<file path="src/rtl/tlbprot_pkg.sv">
package tlbprot_pkg;
  localparam int unsigned FLD_W = 2;

  typedef enum logic [1:0] {
    ACC_FETCH = 2'b00,
    ACC_READ  = 2'b01,
    ACC_WRITE = 2'b10,
    ACC_RSVD  = 2'b11
  } acc_e;

  typedef enum logic [1:0] {
    DOM_DENY = 2'b00,
    DOM_PAGE = 2'b01,
    DOM_RSVD = 2'b10,
    DOM_FREE = 2'b11
  } dom_e;

  typedef struct packed {
    logic rd;
    logic wr;
  } perm_t;

  function automatic perm_t page_perm(input logic [1:0] pp, input logic key);
    perm_t p;
    case (pp)
      2'b00:   p = key ? '{rd: 1'b0, wr: 1'b0} : '{rd: 1'b1, wr: 1'b1};
      2'b01:   p = key ? '{rd: 1'b1, wr: 1'b0} : '{rd: 1'b1, wr: 1'b1};
      2'b10:   p = '{rd: 1'b1, wr: 1'b1};
      default: p = '{rd: 1'b1, wr: 1'b0};
    endcase
    return p;
  endfunction
endpackage

</file>
<file path="src/rtl/prot_grp_reg.sv">
module prot_grp_reg
  import tlbprot_pkg::*;
#(
  parameter int unsigned NUM_GRP = 16,
  localparam int unsigned GRP_W  = $clog2(NUM_GRP),
  localparam int unsigned REG_W  = NUM_GRP * FLD_W
) (
  input  logic             clk,
  input  logic             rst_n,
  input  logic             we,
  input  logic [REG_W-1:0] wdata,
  input  logic [GRP_W-1:0] grp,
  output logic [FLD_W-1:0] fld
);
  logic [1:0]       rst_sync_q;
  logic             rst_int_n;
  logic [REG_W-1:0] grp_q;

  always_ff @(posedge clk or negedge rst_n) begin
    if (!rst_n) rst_sync_q <= 2'b00;
    else        rst_sync_q <= {rst_sync_q[0], 1'b1};
  end
  assign rst_int_n = rst_sync_q[1];

  for (genvar g = 0; g < NUM_GRP; g++) begin : g_fld
    logic [FLD_W-1:0] fld_d;
    always_comb begin
      fld_d = grp_q[g*FLD_W +: FLD_W];
      if (we) fld_d = wdata[g*FLD_W +: FLD_W];
    end
    always_ff @(posedge clk or negedge rst_int_n) begin
      if (!rst_int_n) grp_q[g*FLD_W +: FLD_W] <= '0;
      else            grp_q[g*FLD_W +: FLD_W] <= fld_d;
    end
  end

  assign fld = grp_q[grp*FLD_W +: FLD_W];

  AST_GRP_HOLD: assert property (@(posedge clk) disable iff (!rst_int_n)
    !we |=> $stable(grp_q)) else $error("group register changed without write");
  AST_GRP_LOAD: assert property (@(posedge clk) disable iff (!rst_int_n)
    we |=> grp_q == $past(wdata)) else $error("group register missed write");
endmodule

</file>
<file path="src/rtl/perm_decode.sv">
module perm_decode
  import tlbprot_pkg::*;
(
  input  logic             dom_mode,
  input  logic [FLD_W-1:0] fld,
  input  logic             user,
  input  logic [1:0]       pp,
  output perm_t            perm
);
  logic seg_key;

  always_comb begin
    seg_key = user ? fld[0] : fld[1];
    if (!dom_mode) begin
      perm = page_perm(pp, seg_key);
    end else begin
      case (dom_e'(fld))
        DOM_DENY: perm = '{rd: 1'b0, wr: 1'b0};
        DOM_FREE: perm = '{rd: 1'b1, wr: 1'b1};
        default:  perm = page_perm(pp, user);
      endcase
    end
  end
endmodule

</file>
<file path="src/rtl/access_ctrl.sv">
module access_ctrl
  import tlbprot_pkg::*;
(
  input  logic       clk,
  input  logic       rst_n,
  input  logic       xlat_en,
  input  logic       acc_vld,
  input  logic [1:0] acc_type,
  input  logic       spec,
  input  logic       cancel,
  input  perm_t      perm,
  input  logic       pg_chg,
  input  logic       pg_ci,
  input  logic       pg_wt,
  input  logic       pg_grd,
  input  logic       pg_coh,
  output logic       grant,
  output logic       stall,
  output logic       inst_fault,
  output logic       data_fault,
  output logic       dtlb_err,
  output logic       inval,
  output logic       eff_ci,
  output logic       eff_wt
);
  logic is_fetch;
  logic is_write;
  logic allowed;

  always_comb begin
    is_fetch   = acc_e'(acc_type) == ACC_FETCH;
    is_write   = acc_e'(acc_type) == ACC_WRITE;
    allowed    = is_write ? perm.wr : perm.rd;
    grant      = 1'b0;
    stall      = 1'b0;
    inst_fault = 1'b0;
    data_fault = 1'b0;
    dtlb_err   = 1'b0;
    inval      = 1'b0;
    eff_ci     = 1'b0;
    eff_wt     = 1'b0;
    if (acc_vld && !cancel) begin
      if (!xlat_en) begin
        grant = 1'b1;
      end else if (!allowed) begin
        if (is_fetch) inst_fault = 1'b1;
        else          data_fault = 1'b1;
      end else if (is_fetch && pg_grd) begin
        inst_fault = 1'b1;
      end else if (is_write && !pg_chg) begin
        dtlb_err = 1'b1;
        inval    = 1'b1;
      end else if (!is_fetch && pg_grd && spec) begin
        stall = 1'b1;
      end else begin
        grant  = 1'b1;
        eff_ci = pg_ci | pg_coh;
        eff_wt = pg_wt;
      end
    end
  end

  AST_ONE_FAULT: assert property (@(posedge clk) disable iff (!rst_n)
    $countones({inst_fault, data_fault, dtlb_err}) <= 1) else $error("several faults");
  AST_GRANT_EXCL: assert property (@(posedge clk) disable iff (!rst_n)
    grant |-> !(stall || inst_fault || data_fault || dtlb_err)) else $error("grant with fault");
  AST_CANCEL_QUIET: assert property (@(posedge clk) disable iff (!rst_n)
    cancel |-> !(grant || stall || inst_fault || data_fault || dtlb_err || inval)) else $error("cancel ignored");
  AST_GRD_FETCH: assert property (@(posedge clk) disable iff (!rst_n)
    (acc_vld && !cancel && xlat_en && is_fetch && pg_grd) |-> inst_fault) else $error("guarded fetch ran");
  AST_INVAL_ERR: assert property (@(posedge clk) disable iff (!rst_n)
    inval |-> dtlb_err) else $error("invalidate without error");
  AST_XLAT_OFF: assert property (@(posedge clk) disable iff (!rst_n)
    (acc_vld && !cancel && !xlat_en) |-> (grant && !eff_ci && !eff_wt)) else $error("untranslated not granted");
endmodule

</file>
<file path="src/rtl/tlb_prot_check.sv">
module tlb_prot_check
  import tlbprot_pkg::*;
#(
  parameter int unsigned NUM_GRP = 16,
  localparam int unsigned GRP_W  = $clog2(NUM_GRP),
  localparam int unsigned REG_W  = NUM_GRP * FLD_W
) (
  input  logic             clk,
  input  logic             rst_n,
  input  logic             grp_we,
  input  logic [REG_W-1:0] grp_wdata,
  input  logic             dom_mode,
  input  logic             xlat_en,
  input  logic             acc_vld,
  input  logic [1:0]       acc_type,
  input  logic             user,
  input  logic             spec,
  input  logic             cancel,
  input  logic [GRP_W-1:0] pg_grp,
  input  logic [1:0]       pg_pp,
  input  logic             pg_chg,
  input  logic             pg_ci,
  input  logic             pg_wt,
  input  logic             pg_grd,
  input  logic             pg_coh,
  output logic             grant,
  output logic             stall,
  output logic             inst_fault,
  output logic             data_fault,
  output logic             dtlb_err,
  output logic             inval,
  output logic             eff_ci,
  output logic             eff_wt
);
  logic [FLD_W-1:0] sel_fld;
  perm_t            perm;

  prot_grp_reg #(.NUM_GRP(NUM_GRP)) u_grp_reg (
    .clk   (clk),
    .rst_n (rst_n),
    .we    (grp_we),
    .wdata (grp_wdata),
    .grp   (pg_grp),
    .fld   (sel_fld)
  );

  perm_decode u_perm (
    .dom_mode (dom_mode),
    .fld      (sel_fld),
    .user     (user),
    .pp       (pg_pp),
    .perm     (perm)
  );

  access_ctrl u_ctrl (
    .clk        (clk),
    .rst_n      (rst_n),
    .xlat_en    (xlat_en),
    .acc_vld    (acc_vld),
    .acc_type   (acc_type),
    .spec       (spec),
    .cancel     (cancel),
    .perm       (perm),
    .pg_chg     (pg_chg),
    .pg_ci      (pg_ci),
    .pg_wt      (pg_wt),
    .pg_grd     (pg_grd),
    .pg_coh     (pg_coh),
    .grant      (grant),
    .stall      (stall),
    .inst_fault (inst_fault),
    .data_fault (data_fault),
    .dtlb_err   (dtlb_err),
    .inval      (inval),
    .eff_ci     (eff_ci),
    .eff_wt     (eff_wt)
  );

  AST_VLD_QUIET: assert property (@(posedge clk) disable iff (!rst_n)
    !acc_vld |-> !(grant || stall || inst_fault || data_fault || dtlb_err || inval || eff_ci || eff_wt))
    else $error("outputs without access");
endmodule

</file>
<file path="config.mk">
export PLATFORM = sky130hd
export DESIGN_NAME = tlb_prot_check
export DESIGN_NICKNAME = d
export VERILOG_FILES = /design/src/rtl/tlbprot_pkg.sv /design/src/rtl/prot_grp_reg.sv /design/src/rtl/perm_decode.sv /design/src/rtl/access_ctrl.sv /design/src/rtl/tlb_prot_check.sv
export SDC_FILE = /design/constraint.sdc
export NUM_CORES = 1
export LEC_CHECK = 0
export BUFFER_PORTS_ARGS = -buffer_cell sky130_fd_sc_hd__buf_2
export CORE_ASPECT_RATIO = 1.75
export CORE_MARGIN = 1.5
export CORE_UTILIZATION = 25
export DETAILED_ROUTE_END_ITERATION = 10
export GPL_TIMING_DRIVEN = 1
export PLACE_DENSITY_LB_ADDON = 0.12
export SYNTH_ARGS = -nofsm -noshare
export SYNTH_HDL_FRONTEND = slang
export SYNTH_SLANG_ARGS = --single-unit
</file>
<file path="constraint.sdc">
create_clock -name clk -period 9.4 [get_ports clk]
set_input_delay 2.82 -clock clk [delete_from_list [all_inputs] [get_ports clk]]
set_output_delay 2.82 -clock clk [all_outputs]
set_load 0.02 [all_outputs]
</file>
== Word level (Yosys, flattened, before mapping) ==
Index checks and enable logic that the tools add are counted.
Storage, ports and cells
  word-level logic and storage cells: 82
  bits in registers: 34
  input bits: 54
  output and inout port bits: 8
Cells by class
  bitwise gates (word level): 1
  mux-type cells: 48
  shifts and indexed selects: 1
  reduce and logical (&&, ||, !) cells: 11
  equal/unequal tests: 4
Operator list (number)
  2-to-1 mux 1 bit: 42
  variable part select 32 x 6 -> 2 bit: 1
  case mux 2 bit (3 select lines): 2
  equality test 2 bit, second input constant: 3
  logical NOT 2 bit: 3
  2-to-1 mux 2 bit: 3
  logical AND 1 bit: 5
  case mux 2 bit (2 select lines): 1
  logical NOT 1 bit: 3
  equality test 2 x 1 -> 1 bit, second input constant: 1
  bitwise OR 1 bit: 1

== Depth between registers and ports, before layout ==
Gate-level depths: netlist (run 1).
  depth after elaboration: 10
  depth in mapped cells: 13
  gate-level depth less buffers: 10

== Hierarchy ==
From an unflattened synthesis (run 1), not the netlist that was laid out.
Unflattened totals
  cell total of the unflattened synthesis: 133
  area total of the unflattened synthesis: 1800.5 µm²
Modules (own cells, without submodules)
  prot_grp_reg: area each 1502.7 µm², cells each 92, instances 1, seq. area each 850.8 µm²
  access_ctrl: area each 165.2 µm², cells each 23, instances 1, seq. area each 0.0 µm²
  perm_decode: area each 132.6 µm², cells each 18, instances 1, seq. area each 0.0 µm²

== Worst setup path after synthesis (run 1) ==
No wires, ideal clock.
  kind: in2out
  from: in pg_grp[1]
  to: out inval
  buffers on the path: 3
  data arrival time: 5688 ps
  setup slack: 892 ps
  required time: 6580 ps
  cell stages on the path: 13
  cell sequence: buf_6 > buf_12 > mux2_4 > o2bb2ai_1 > nor2_1 > mux2_2 > ha_1 > inv_1 > a21o_1 > a221oi_1 > o21ai_0 > o21ai_0 > buf_4
Between the ends
  word-level cells in the longest chain between the ends: 9
  elaborated cells on any way between the ends: 13
  classes of those cells: 1 x eq/ne; 1 x shift; 10 x mux; 1 x reduce/logical
RTL lines
  start: declaration: RTL line tlb_prot_check.sv:19  | input logic [GRP_W-1:0] pg_grp,
  variable part select 32 x 6 -> 2 bit *: RTL line prot_grp_reg.sv:37  | assign fld = grp_q[grp*FLD_W +: FLD_W];
  2-to-1 mux 1 bit: RTL line perm_decode.sv:13  | seg_key = user ? fld[0] : fld[1];
  2-to-1 mux 2 bit / 2-to-1 mux 1 bit (equally long branches): RTL line tlbprot_pkg.sv:26, tlbprot_pkg.sv:27
  case mux 2 bit (3 select lines): RTL line tlbprot_pkg.sv:25  | case (pp)
  2-to-1 mux 2 bit *: RTL line perm_decode.sv:14  | if (!dom_mode) begin
  2-to-1 mux 1 bit *: RTL line access_ctrl.sv:33  | allowed = is_write ? perm.wr : perm.rd;
  2-to-1 mux 1 bit * (3 in a row)
  end: declaration: RTL line tlb_prot_check.sv:31  | output logic inval,
Mark *: on every way between the ends. The rest lies on a longest branch, timed or not.

== Worst setup path after layout (run 1) ==
  from: in pg_grp[1]
  to: out inst_fault
Between the ends
  word-level cells in the longest chain between the ends: 9
  elaborated cells on any way between the ends: 13
  classes of those cells: 1 x eq/ne; 1 x shift; 10 x mux; 1 x reduce/logical
RTL lines
  variable part select 32 x 6 -> 2 bit *: RTL line prot_grp_reg.sv:37
  2-to-1 mux 1 bit: RTL line perm_decode.sv:13
  2-to-1 mux 2 bit / 2-to-1 mux 1 bit (equally long branches): RTL line tlbprot_pkg.sv:26, tlbprot_pkg.sv:27
  case mux 2 bit (3 select lines): RTL line tlbprot_pkg.sv:25
  2-to-1 mux 2 bit *: RTL line perm_decode.sv:14
  2-to-1 mux 1 bit *: RTL line access_ctrl.sv:33
  2-to-1 mux 1 bit *: RTL line access_ctrl.sv:45  | end else if (!allowed) begin
  2-to-1 mux 1 bit *: RTL line access_ctrl.sv:43  | if (!xlat_en) begin
  2-to-1 mux 1 bit *: RTL line access_ctrl.sv:42  | if (acc_vld && !cancel) begin
  end: declaration: RTL line tlb_prot_check.sv:28  | output logic inst_fault,
Marked as above.

==> results of run 1 <==
routing by layer:
layer | global-route usage, % | wire [um] | share of wire [%] | vias to the layer above
met1 | 13.8 | 1850 | 40 | 716
met5 | 0 | 0 | 0 | -
met2 | 20.0 | 2390 | 52 | 58
met4 | 5.65 | 119 | 2.6 | 0
met3 | 1.85 | 245 | 5.3 | 9
li1 | - | - | - | 748
layout by cell type, fill, tap and decap left out, types with 3 or more instances in the layout:
cell / count
sky130_fd_sc_hd__nand2b_1: 5
sky130_fd_sc_hd__clkbuf_16: 5
sky130_fd_sc_hd__nor2_1: 12
sky130_fd_sc_hd__nor3_1: 4
sky130_fd_sc_hd__dfrtp_1: 34
sky130_fd_sc_hd__a22o_1: 3
sky130_fd_sc_hd__mux2_2: 34
sky130_fd_sc_hd__nand2_1: 3
sky130_fd_sc_hd__o2bb2ai_1: 3
sky130_fd_sc_hd__o21ai_0: 17
sky130_fd_sc_hd__buf_2: 61
sky130_fd_sc_hd__mux2i_1: 14
sky130_fd_sc_hd__nor2b_1: 4
sky130_fd_sc_hd__inv_1: 4
sky130_fd_sc_hd__ha_1: 3
synth_stat cells, types with 3 or more instances:
library cell	number
sky130_fd_sc_hd__ha_1	3
sky130_fd_sc_hd__nand2b_1	5
sky130_fd_sc_hd__nor2b_1	4
sky130_fd_sc_hd__nand2_1	3
sky130_fd_sc_hd__dfrtp_1	34
sky130_fd_sc_hd__a22o_1	3
sky130_fd_sc_hd__nor2_1	12
sky130_fd_sc_hd__o21ai_0	17
sky130_fd_sc_hd__nor3_1	4
sky130_fd_sc_hd__o2bb2ai_1	3
sky130_fd_sc_hd__inv_1	4
sky130_fd_sc_hd__mux2i_1	14
sky130_fd_sc_hd__buf_1	3
sky130_fd_sc_hd__mux2_2	34
per-stage QoR:
step / power, uW / hold slack (ps)
2_1_floorplan: 224 / 331
3_3_place_gp: 251 / 278
3_5_place_dp: 251 / 275
4_1_cts: 417 / 281
5_1_grt: 432 / 324
6_report: 410 / 263
cells by family after synthesis:
kind of cell	count (synthesis)	synth area share (%)
buffers and inverters	11	3.53
flip-flops	34	43.7
multiplexers	51	29.6
adder cells (fa/ha/maj)	3	1.93
AND/OR/NAND/NOR	34	8.80
AO/OA/AOI/OAI	36	12.3
other	1	0.193
flip-flops by register name (all words and copies together), names as in the netlist:
| name | count |
|---|---|
| u_grp_reg.rst_sync_q | 2 |
| u_grp_reg.grp_q | 32 |
report_power, final:
part | internal (uW) | total [uW] | switching (uW)
Combinational | 40.0 | 79.0 | 39.0
Clock | 105 | 162 | 57.6
Sequential | 161 | 168 | 7.31
worst paths after layout:
kind,startpoint,to,slack [ps],depth (start not counted)
max in group asynchronous,rst_n,u_grp_reg.rst_sync_q[1]$_DFF_PN0_,6990,1
hold reg to reg,u_grp_reg.rst_sync_q[1]$_DFF_PN0_,u_grp_reg.grp_q[17]$_DFFE_PN0P_,260,1
hold / removal,u_grp_reg.rst_sync_q[1]$_DFF_PN0_,u_grp_reg.grp_q[17]$_DFFE_PN0P_,260,1
setup reg to reg,u_grp_reg.grp_q[21]$_DFFE_PN0P_,u_grp_reg.grp_q[21]$_DFFE_PN0P_,8640,1
min in group clk,u_grp_reg.rst_sync_q[0]$_DFF_PN0_,u_grp_reg.rst_sync_q[1]$_DFF_PN0_,350,0
setup / recovery,pg_grp[1],inst_fault,850,12
area by class of cell:
type | count | area [um2] | share of cell area, %
multi-input combinational | 125 | 1030 | 41.7
sequential | 34 | 851 | 34.5
timing repair buffer | 62 | 313 | 12.7
clock buffer | 7 | 143 | 5.79
tap | 88 | 110 | 4.47
inverter | 4 | 15.0 | 0.609
clock inverter | 1 | 5.00 | 0.203
==> flow_summary.json, run 1 <==
{
  "report.final.hold_viol_count": 0,
  "wire_per_inst_um": 14.3,
  "synth_top_cell_area_share_pct": 43.7,
  "placedCellCount": 313,
  "routed-via-count": 1531,
  "number_of_h_tree_levels": 2,
  "hold_class": "reg -> async",
  "setup-tns-final_ps": 0,
  "final_cell_area_um2": 2460,
  "cts_buffers": 5,
  "clock_sinks": 34,
  "postSynth.asyncResetShare_pct": 100,
  "synthFlopType": "sky130_fd_sc_hd__dfrtp_1",
  "cp_max_fo": 16,
  "final_critical_path_setup_slack_ps": 852,
  "vdd_ir_drop_max_v": 0.000117,
  "post-place-ws_ps": 825,
  "critPathRequiredTime_ps": 6580,
  "antenna_cells": 0,
  "synth_top_cells_by_area": "sky130_fd_sc_hd__dfrtp_1 44%, sky130_fd_sc_hd__mux2_2 20%, sky130_fd_sc_hd__mux2i_1 7.2%",
  "ctsResizeCount": 0,
  "slew_viol_final": 0,
  "synth_seq_cells": 34,
  "maxCapViolations": 0,
  "dp_area_um2": 2320,
  "worstSkewPairLatency_ps": 270,
  "avgViaCountPerCell": 4.77,
  "floorplan.initialDensity_pct": 25.7,
  "top_level_ports": 62,
  "wire_length_of_the_first_global_routing_pass_mm": 7.48,
  "drive_above_1_share_pct": 45.9,
  "drtAntennaViolNets": 0,
  "synth-edff-count": 0,
  "leakage_uw": 0.00115,
  "synth_fp_nets": 227,
  "worst_setup_hold_path_clk_slew_ps": 50,
  "cts_root_buf": "sky130_fd_sc_hd__clkbuf_16",
  "final.setup_skew_ps": 2.45,
  "rows": 42,
  "fillCellCount": 808,
  "initial_drt_markers": 25,
  "cts_tree": "built",
  "postRouteWirelength_mm": 4.60,
  "weighted_congestion_at_the_end_of_routability_driven_global_placement": 0.721,
  "post-route-drc-count": 0,
  "outcome": "finished, final reports clean",
  "ys.warnings.count": 0,
  "grt_antenna_before_repair": 0,
  "grt_pass1_vias": 1534,
  "crit_arrival_ps": 5730,
  "max_slew_headroom_pct": 49.7,
  "grt_max_degree": 33,
  "areaGrowthSynthToFinish_pct": 26.5,
  "worst_setup_path_end_kind": "output pin",
  "num-nets-final": 289,
  "tightest_slew_ps": 755,
  "cts_setup_buffers": 0,
  "largest_area_contributor_in_the_synthesized_netlist": "sky130_fd_sc_hd__dfrtp_1",
  "worst-setup-path-type": "in -> out",
  "floorplan.core_area_um2": 7570,
  "cp_top_family": "compound AO/OA/AOI/OAI gates",
  "y_dimension_of_the_die_um": 120,
  "post-dp-hpwl_mm": 3.64,
  "setup-violations-final": 0,
  "ys_seq_area_share_pct": 43.7,
  "cp.buffers_inverters": 3,
  "max-clock-path-buffers": 2,
  "setup_repair_after_global_routing_missed_its_margin": "false",
  "dieWidth_um": 69.7,
  "globalRouteOverflowTotal": 0,
  "synth_cell_types": 35,
  "post_layout_nonfiller_instances": 321,
  "min_period_ps": 8550,
  "critPathSlowestCell": "sky130_fd_sc_hd__a221oi_1",
  "max_frequency_ghz": 0.117,
  "synth_cells": 170,
  "synth.avg_cell_area_um2": 11.5,
  "dr.pass1.iters": 4,
  "path_cells": "buf_2 -> mux2_2 -> o2bb2ai_1 -> nor2_1 -> a21o_1 -> ha_1 -> inv_1 -> a21o_1 -> a221oi_1 -> o21ai_0 -> o211a_1 -> buf_2",
  "final_core_util_pct": 32.6,
  "post-route-period-util_pct": 90.9,
  "holdBufCountCts": 0,
  "critical-path-max-stage-delay_ps": 660,
  "syn_area_um2": 1950,
  "power_density_nw_per_um2": 166,
  "critical_path.startpoint_type": "input pin",
  "dieArea_um2": 8350,
  "place.port_buffers": 61,
  "total_routing_usage_reported_by_global_routing_pct": 11.5
}
Power figures use the tool's default switching activity.
==> inputs of run 2 (changes only) <==
Settings changed: PLACE_DENSITY_LB_ADDON 0.12 to unset.
==> run 2 against run 1 <==
Clock power hardly changed. Wire length fell by 3.2%. Sequential power is essentially flat. Final cell count unchanged.
==> flow_summary.json, run 2 (synthesized netlist as in run 1, its figures left out) <==
{
  "worst_setup_hold_path_clk_slew_ps": 50,
  "min_period_ps": 8510,
  "met2WireLength_mm": 2.42,
  "slew_viol_final": 0,
  "wl_met1_mm": 1.64,
  "number_of_h_tree_levels": 2,
  "floorplan.initialDensity_pct": 25.7,
  "critical-path-max-stage-delay_ps": 600,
  "outcome": "finished, final reports clean",
  "max_flop_register": "u_grp_reg.grp_q",
  "routed-wl-met3_um": 218,
  "ctsResizeCount": 0,
  "top_level_ports": 62,
  "top_signal_layer_used": "met4",
  "antenna_cells": 0,
  "worst_setup_path_end_kind": "output pin",
  "globalRouteOverflowTotal": 0,
  "critical_path.most_common_cell": "sky130_fd_sc_hd__buf_2",
  "avgViaCountPerCell": 4.79,
  "critPathRequiredTime_ps": 6580,
  "path_cells": "buf_2 -> mux2_4 -> o2bb2ai_1 -> nor2_1 -> mux2_2 -> ha_1 -> inv_1 -> a21o_1 -> a221oi_1 -> o21ai_0 -> o211a_1 -> buf_2",
  "worstSkewPairLatency_ps": 280,
  "total_routing_usage_reported_by_global_routing_pct": 11.8,
  "post-dp-hpwl_mm": 3.55,
  "cts_tree": "built",
  "wire_per_inst_um": 13.9,
  "floorplan.core_area_um2": 7570,
  "tightest_slew_ps": 699,
  "final_cell_area_um2": 2460,
  "final.setup_skew_ps": 4.65,
  "routed-via-count": 1536,
  "max-clock-path-buffers": 2,
  "num-nets-final": 289,
  "max_frequency_ghz": 0.118,
  "dieArea_um2": 8350,
  "grt_pass1_vias": 1689,
  "layout.cells.most_common_list": "61 x sky130_fd_sc_hd__buf_2, 34 x sky130_fd_sc_hd__mux2_2, 34 x sky130_fd_sc_hd__dfrtp_1",
  "setup_repair_after_global_routing_missed_its_margin": "false",
  "drtAntennaViolNets": 0,
  "max_slew_headroom_pct": 53.4,
  "dr.pass1.iters": 4,
  "hold_class": "reg -> async",
  "biggestRegsByFlops": "u_grp_reg.grp_q x32, u_grp_reg.rst_sync_q x2",
  "clock_sinks": 34,
  "dieWidth_um": 69.7,
  "vdd_ir_drop_max_v": 0.0000776,
  "setup-violations-final": 0,
  "fillCellCount": 813,
  "cts_setup_buffers": 0,
  "place.port_buffers": 61,
  "power_density_nw_per_um2": 166,
  "postRouteWirelength_mm": 4.46,
  "post-route-period-util_pct": 90.5,
  "leakage_uw": 0.00115,
  "worst-setup-path-type": "in -> out",
  "final_common_cell": "sky130_fd_sc_hd__buf_2",
  "grt_antenna_before_repair": 0,
  "setup-tns-final_ps": 0,
  "cp_max_fo": 16,
  "maxCapViolations": 0,
  "cts_root_buf": "sky130_fd_sc_hd__clkbuf_16",
  "r2r_cells": 1,
  "crit_arrival_ps": 5690,
  "report.final.hold_viol_count": 0,
  "critPathSlowestCell": "sky130_fd_sc_hd__a221oi_1",
  "holdBufCountCts": 0,
  "final_core_util_pct": 32.6,
  "rows": 42,
  "drive_above_1_share_pct": 45.9,
  "weighted_congestion_at_the_end_of_routability_driven_global_placement": 0.849,
  "areaGrowthSynthToFinish_pct": 26.5,
  "wire_length_of_the_first_global_routing_pass_mm": 7.78,
  "largest_register_ffs": 32,
  "cts_buffers": 5,
  "finalPower_uw": 408,
  "y_dimension_of_the_die_um": 120,
  "post-route-drc-count": 0,
  "initial_drt_markers": 50,
  "grt_max_degree": 33,
  "critical_path.startpoint_type": "input pin",
  "dp_area_um2": 2320
}
-- run 2: critical path, delay by kind of cell --
family          cells  cell delay [ps]
compound gates      5             1270
fa+ha+maj           1              310
simple gates        1               70
buf+inv             3              590
mux                 2              610
-- run 2: worst paths after layout --
check / start / to / slack (ps)
setup / recovery: pg_grp[1] / inst_fault / 890
min in group clk: u_grp_reg.rst_sync_q[0]$_DFF_PN0_ / u_grp_reg.rst_sync_q[1]$_DFF_PN0_ / 350
hold / removal: u_grp_reg.rst_sync_q[1]$_DFF_PN0_ / u_grp_reg.grp_q[13]$_DFFE_PN0P_ / 260
setup reg to reg: u_grp_reg.grp_q[7]$_DFFE_PN0P_ / u_grp_reg.grp_q[7]$_DFFE_PN0P_ / 8630
max in group asynchronous: rst_n / u_grp_reg.rst_sync_q[1]$_DFF_PN0_ / 7000
hold reg to reg: u_grp_reg.rst_sync_q[1]$_DFF_PN0_ / u_grp_reg.grp_q[13]$_DFFE_PN0P_ / 260
-- run 2: layout make-up --
type | count | area [um2] | area share [%]
sequential | 34 | 851 | 34.5
multi-input combinational | 125 | 1030 | 41.7
tap | 88 | 110 | 4.47
clock buffer | 7 | 143 | 5.79
clock inverter | 1 | 5.00 | 0.203
timing repair buffer | 62 | 313 | 12.7
inverter | 4 | 15.0 | 0.609
-- run 2: power breakdown --
part / internal, uW / total (uW) / leakage, uW / switching, uW
clock network: 105 / 161 / 0.0000739 / 56.2
registers: 161 / 168 / 0.000397 / 7.36
logic: 40.1 / 78.5 / 0.000680 / 38.5
-- run 2: routing by layer --
layer | global-route usage [%] | vias up
li1 | - | 751
met1 | 11.9 | 725
met2 | 21.8 | 50
met3 | 2.35 | 10
met4 | 7.33 | 0
met5 | 0 | -
-- run 2: metrics by stage --
| step | hold WS [ps] | setup WS [ps] | instances |
|---|---|---|---|
| final | 255 | 893 | 321 |
| after global routing | 316 | 583 | 321 |
| after CTS | 277 | 868 | 321 |
| after detailed placement | 272 | 869 | 313 |
| after global placement | 272 | 941 | 313 |
| after floorplan | 331 | 892 | 170 |
